--- config.mk ---
export PLATFORM = sky130hd
export DESIGN_NAME = serial_cmd_rx
export DESIGN_NICKNAME = d
export VERILOG_FILES = /design/src/rtl/serial_cmd_pkg.sv /design/src/rtl/scr_sync.sv /design/src/rtl/scr_edge.sv /design/src/rtl/scr_shift.sv /design/src/rtl/serial_cmd_rx.sv
export SDC_FILE = /design/constraint.sdc
export NUM_CORES = 1
export LEC_CHECK = 0
export ABC_AREA = 0
export BUFFER_PORTS_ARGS = -buffer_cell sky130_fd_sc_hd__buf_2
export CAP_MARGIN = 5
export CORE_UTILIZATION = 55
export DETAILED_ROUTE_END_ITERATION = 12
export PLACE_DENSITY_LB_ADDON = 0.08
export SLEW_MARGIN = 40
export SYNTH_ARGS = -nofsm -noshare
export SYNTH_HDL_FRONTEND = slang
export SYNTH_HIERARCHICAL = 1
export SYNTH_SLANG_ARGS = --single-unit
--- constraint.sdc ---
create_clock -name clk_i -period 1.85 [get_ports clk_i]
set_input_delay 0.0925 -clock clk_i [delete_from_list [all_inputs] [get_ports clk_i]]
set_output_delay 0.0925 -clock clk_i [all_outputs]
set_load 0.02 [all_outputs]
--- src/rtl/serial_cmd_pkg.sv ---
package serial_cmd_pkg;
  localparam int unsigned WORD_BITS = 16;
  localparam int unsigned ADDR_BITS = 8;
  // sync vector bit order: {sdi, sclk, cs_n}
  localparam int unsigned SYNC_W    = 3;
  localparam logic [SYNC_W-1:0] SYNC_IDLE = 3'b001;
endpackage

--- src/rtl/scr_sync.sv ---
module scr_sync #(
  parameter int unsigned W = 3,
  parameter logic [W-1:0] RST_VAL = '0
) (
  input  logic         clk_i,
  input  logic         rst_ni,
  input  logic [W-1:0] d_i,
  output logic [W-1:0] q_o
);
  for (genvar g = 0; g < W; g++) begin : g_bit
    logic meta_q, sync_q;
    always_ff @(posedge clk_i or negedge rst_ni) begin
      if (!rst_ni) begin
        meta_q <= RST_VAL[g];
        sync_q <= RST_VAL[g];
      end else begin
        meta_q <= d_i[g];
        sync_q <= meta_q;
      end
    end
    assign q_o[g] = sync_q;
  end
endmodule

--- src/rtl/scr_edge.sv ---
module scr_edge (
  input  logic clk_i,
  input  logic rst_ni,
  input  logic cs_n_s_i,
  input  logic sclk_s_i,
  output logic cs_fall_o,
  output logic cs_rise_o,
  output logic sclk_rise_o,
  output logic sclk_fall_o,
  output logic cs_idle_o
);
  logic cs_n_q, sclk_q;

  always_ff @(posedge clk_i or negedge rst_ni) begin
    if (!rst_ni) begin
      cs_n_q <= 1'b1;
      sclk_q <= 1'b0;
    end else begin
      cs_n_q <= cs_n_s_i;
      sclk_q <= sclk_s_i;
    end
  end

  assign cs_fall_o   = cs_n_q & ~cs_n_s_i;
  assign cs_rise_o   = ~cs_n_q & cs_n_s_i;
  assign cs_idle_o   = cs_n_s_i;
  // serial clock edges only count with select active
  assign sclk_rise_o = ~sclk_q & sclk_s_i & ~cs_n_s_i;
  assign sclk_fall_o = sclk_q & ~sclk_s_i & ~cs_n_s_i;
endmodule

--- src/rtl/scr_shift.sv ---
module scr_shift #(
  parameter int unsigned WORD_W = 16,
  localparam int unsigned CNT_W = $clog2(WORD_W) + 1
) (
  input  logic              clk_i,
  input  logic              rst_ni,
  input  logic              clr_i,
  input  logic              shift_i,
  input  logic              drain_i,
  input  logic              idle_i,
  input  logic              sdi_i,
  output logic [WORD_W-1:0] word_o,
  output logic              full_o,
  output logic              sdo_o
);
  logic [WORD_W-1:0] sr_q;
  logic [CNT_W-1:0]  cnt_q;
  logic              sdo_q;

  always_ff @(posedge clk_i or negedge rst_ni) begin
    if (!rst_ni) begin
      sr_q  <= '0;
      cnt_q <= '0;
    end else if (clr_i) begin
      sr_q  <= '0;
      cnt_q <= '0;
    end else if (shift_i) begin
      sr_q <= {sr_q[WORD_W-2:0], sdi_i};
      if (cnt_q != CNT_W'(WORD_W)) cnt_q <= cnt_q + 1'b1;
    end
  end

  always_ff @(posedge clk_i or negedge rst_ni) begin
    if (!rst_ni)      sdo_q <= 1'b0;
    else if (idle_i)  sdo_q <= 1'b0;
    else if (drain_i) sdo_q <= sr_q[WORD_W-1];
  end

  assign word_o = sr_q;
  assign full_o = (cnt_q == CNT_W'(WORD_W));
  assign sdo_o  = sdo_q;

  p_cnt_bound_r5: assert property (@(posedge clk_i) disable iff (!rst_ni)
    cnt_q <= CNT_W'(WORD_W));
  p_clear_r9: assert property (@(posedge clk_i) disable iff (!rst_ni)
    clr_i |=> (cnt_q == '0) && (sr_q == '0));
  p_sdo_idle_r7: assert property (@(posedge clk_i) disable iff (!rst_ni)
    idle_i |=> !sdo_q);
  p_sdo_on_fall_r6: assert property (@(posedge clk_i) disable iff (!rst_ni)
    !$stable(sdo_q) |-> $past(drain_i || idle_i));
endmodule

--- src/rtl/serial_cmd_rx.sv ---
module serial_cmd_rx
  import serial_cmd_pkg::*;
#(
  parameter int unsigned WORD_W = WORD_BITS,
  parameter int unsigned ADDR_W = ADDR_BITS,
  localparam int unsigned DATA_W = WORD_W - ADDR_W
) (
  input  logic              clk_i,
  input  logic              rst_ni,
  input  logic              cs_n_i,
  input  logic              sclk_i,
  input  logic              sdi_i,
  output logic              sdo_o,
  output logic              wr_stb_o,
  output logic [ADDR_W-1:0] wr_addr_o,
  output logic [DATA_W-1:0] wr_data_o
);
  logic [SYNC_W-1:0] sync_s;
  logic cs_fall, cs_rise, sclk_rise, sclk_fall, cs_idle, full;
  logic [WORD_W-1:0] word;
  logic              stb_q;
  logic [ADDR_W-1:0] addr_q;
  logic [DATA_W-1:0] data_q;

  scr_sync #(.W(SYNC_W), .RST_VAL(SYNC_IDLE)) u_sync (
    .clk_i (clk_i),
    .rst_ni(rst_ni),
    .d_i   ({sdi_i, sclk_i, cs_n_i}),
    .q_o   (sync_s)
  );

  scr_edge u_edge (
    .clk_i      (clk_i),
    .rst_ni     (rst_ni),
    .cs_n_s_i   (sync_s[0]),
    .sclk_s_i   (sync_s[1]),
    .cs_fall_o  (cs_fall),
    .cs_rise_o  (cs_rise),
    .sclk_rise_o(sclk_rise),
    .sclk_fall_o(sclk_fall),
    .cs_idle_o  (cs_idle)
  );

  scr_shift #(.WORD_W(WORD_W)) u_shift (
    .clk_i  (clk_i),
    .rst_ni (rst_ni),
    .clr_i  (cs_fall),
    .shift_i(sclk_rise),
    .drain_i(sclk_fall),
    .idle_i (cs_idle),
    .sdi_i  (sync_s[2]),
    .word_o (word),
    .full_o (full),
    .sdo_o  (sdo_o)
  );

  // commit only on select release after a complete word
  always_ff @(posedge clk_i or negedge rst_ni) begin
    if (!rst_ni) begin
      stb_q  <= 1'b0;
      addr_q <= '0;
      data_q <= '0;
    end else begin
      stb_q <= cs_rise & full;
      if (cs_rise && full) begin
        addr_q <= word[WORD_W-1:DATA_W];
        data_q <= word[DATA_W-1:0];
      end
    end
  end

  assign wr_stb_o  = stb_q;
  assign wr_addr_o = addr_q;
  assign wr_data_o = data_q;

  p_stb_pulse_r4: assert property (@(posedge clk_i) disable iff (!rst_ni)
    wr_stb_o |=> !wr_stb_o);
  p_stb_full_r4: assert property (@(posedge clk_i) disable iff (!rst_ni)
    wr_stb_o |-> $past(full));
  p_hold_r10: assert property (@(posedge clk_i) disable iff (!rst_ni)
    !($stable(wr_addr_o) && $stable(wr_data_o)) |-> wr_stb_o);
endmodule

==> flow_metrics.env <==
export IMPL_antenna_found_initial=0
export IMPL_cts_buffers=5
export IMPL_critical_path_arrival_ns=1.87
export IMPL_num_rows=20
export IMPL_cts_resized=0
export IMPL_fin_nets=168
export IMPL_htree_levels=2
export IMPL_clock_sinks=47
export IMPL_fillCellCount=246
export IMPL_dr_pass1_iters=4
export IMPL_placed_cell_area_mm2=0.00203
export IMPL_post_dp_hpwl_mm=1.92
export IMPL_antenna_cells=0
export IMPL_grt_ovfl_total=0
export IMPL_viasPerCell=5.06
export IMPL_synthCells=134
export IMPL_grt_use_total_pct=18.6
export IMPL_finClkSkew_ns=0.00628
export IMPL_drc=0
export IMPL_dr_total_vias=1043
export IMPL_io_pin_count=23
export IMPL_routedWlPerCell_um=13.8
export IMPL_die_y_um=60.7
export IMPL_start_util_pct=60.2
export IMPL_slew_headroom_pct=63.8
export IMPL_io_buffers=22
export IMPL_setup_tns_ns=0
export IMPL_cellLeakagePower_nw=1.14
export IMPL_cellPowerDensity_mw_per_mm2=871
export IMPL_gp_congestion=0.745
export IMPL_drt_iter0_drc=26
export IMPL_final_layout_size_suffix_gt1_share_pct=35.2
export IMPL_cp_required_ns=2.11
export IMPL_synthesis_nets=141
export IMPL_drv_slew=0
export IMPL_ir_drop_mv=0.597
export IMPL_syn_to_final_growth_pct=14.7
export IMPL_worst_setup_path_end_kind="register"
export IMPL_critPathKind="reg2reg"
export IMPL_finalCritPeriodShare_pct=87.5
export IMPL_ys_ff_latch=47
export IMPL_crit_fanout=17
export IMPL_status="finished clean"
export IMPL_seq_area_frac_synth_pct=62.2
export IMPL_grt_start_max_net_pins=25
export IMPL_cts_tree="yes"
export IMPL_cts_root_buf="clkbuf_4"
export IMPL_cts_buffer_depth=2
export IMPL_syn_area_per_cell_um2=14.2
export IMPL_hold_buffers=4
export IMPL_hold_slack_ns=0.231
export IMPL_p_total_w=0.00189
export IMPL_drtAntennaViolNets=0
export IMPL_die_area_mm2=0.00369
export IMPL_coreArea_mm2=0.00315
export IMPL_grt_pass1_vias=1052
export IMPL_synthesis_area_mm2=0.00190
export IMPL_period_needed_ns=1.62
export IMPL_post_cts_buffers=0
export IMPL_fmax_mhz=618
export IMPL_tightest_slew_ns=0.543
export IMPL_synth_warning_count=6
export IMPL_grt_pass1_wl_mm=4.75
export IMPL_cap_violations=0
export IMPL_hp_class="in2async"
export IMPL_synth_distinct_cells=23
export IMPL_clk_pin_slew_worst_paths_ns=0.14
export IMPL_rsz0062_at_grt="false"
export IMPL_worstSkewPairLatency_ns=0.36
export IMPL_postLayoutCellArea_mm2=0.00218
export IMPL_start_kind="register"
export IMPL_finalSetupViolations=0
export IMPL_finalHoldViolCount=0
export IMPL_die_x_um=60.7
export IMPL_drt_wl_total_mm=2.84
[cell type report]
class	instances	area [um^2]	area share, %
inverter	3	11.3	0.518
timing repair buffer	29	185	8.51
tap	44	55.1	2.53
clock inverter	3	67.6	3.11
multi-input combinational	75	639	29.4
sequential	47	1180	54.2
clock buffer	5	37.5	1.73
[placed cells by master, fill, tap and decap left out]
cell / instances
buf_4: 2
dfstp_2: 3
ha_1: 2
xor2_1: 2
dlygate4sd3_1: 4
nor3b_1: 1
bufinv_16: 2
clkbuf_4: 5
clkinvlp_4: 1
and4bb_4: 1
mux2i_1: 18
nand2b_1: 2
nand2_4: 1
buf_2: 22
a21oi_1: 1
mux2_4: 9
inv_1: 3
buf_12: 1
mux2_2: 8
nand2_1: 2
nand4_1: 2
nor2b_2: 1
nor2b_1: 2
nor3b_2: 1
dfrtp_1: 44
nor2_1: 21
or3_1: 1
[path summary, 6_finish.rpt]
path,start,depth (start not counted),end,slack (ns)
setup / recovery,u_shift/cnt_q[0]$_DFFE_PN0P_,5,wr_data_o[7]$_DFFE_PN0P_,0.23
hold / removal,rst_ni,2,wr_addr_o[7]$_DFFE_PN0P_,0.23
setup reg to reg,u_shift/cnt_q[0]$_DFFE_PN0P_,5,wr_data_o[7]$_DFFE_PN0P_,0.23
hold reg to reg,u_sync/g_bit[1].meta_q$_DFF_PN0_,0,u_sync/g_bit[1].sync_q$_DFF_PN0_,0.37
max in group asynchronous,rst_ni,3,u_shift/word_o[8]$_DFFE_PN0P_,1.11
min in group clk_i,cs_n_i,2,u_sync/g_bit[0].meta_q$_DFF_PN1_,0.36
[cells by family after synthesis]
logic type,synth area share (%)
flops,62.2
buf+inv,4.35
compound gates,0.264
simple gates,9.56
xor+xnor,0.924
mux,21.4
fa+ha+maj,1.32
[worst max-delay path, stage by stage, from the launching register on]
cell and delay, ns:
dfrtp_1 0.41, inv_1 0.07, ha_1 0.19, and4bb_4 0.22, nand2_4 0.23, mux2_2 0.38
[per-layer routing]
metal  global-route usage, %  wire [um]
met1                    22.8       1270
met2                    29.4       1450
met3                    6.61         95
met4                    9.09         26
met5                       0          0
[flip-flops by register name, summed over array words and instances, names as in the netlist]
name,flops
wr_addr_o,8
wr_data_o,8
wr_stb_o,1
u_sync/g_bit.sync_q,3
u_sync/g_bit.meta_q,3
u_shift/word_o,16
u_shift/sdo_o,1
u_edge/sclk_q,1
u_shift/cnt_q,5
u_edge/cs_n_q,1
[through the flow]
| step | setup WS [ns] | std cells | utilization [%] |
|---|---|---|---|
| global placement | 0.293 | 194 | 64.4 |
| global route | 0.144 | 206 | 69.0 |
| CTS | 0.214 | 206 | 69.0 |
| floorplan | 0.341 | 134 | - |
| detailed placement | 0.237 | 194 | 64.4 |
| finish | 0.232 | 206 | 69.0 |
[synth_stat cells]
library cell / number / area, um^2
dfrtp_1: 44 / 1100
nor2_1: 21 / 78.8
mux2i_1: 18 / 180
mux2_4: 9 / 135
mux2_2: 8 / 90.1
buf_4: 5 / 37.5
dfstp_2: 3 / 78.8
inv_1: 3 / 11.3
buf_2: 2 / 10.0
ha_1: 2 / 25.0
nand2_1: 2 / 7.51
nand2b_1: 2 / 12.5
nand4_1: 2 / 12.5
nor2b_1: 2 / 12.5
nor3b_1: 2 / 15.0
xor2_1: 2 / 17.5
a21oi_1: 1 / 5.00
and4bb_4: 1 / 16.3
buf_12: 1 / 20.0
clkbuf_1: 1 / 3.75
nand2_4: 1 / 11.3
nor2b_2: 1 / 8.76
or3_1: 1 / 6.26
[power by group]
part / internal, W / switching, W
sequential: 0.00105 / 0.0000132
combinational: 0.0000367 / 0.0000496
clock: 0.000420 / 0.000327
total: 0.00150 / 0.000390
(Power assumes the default switching activity.)
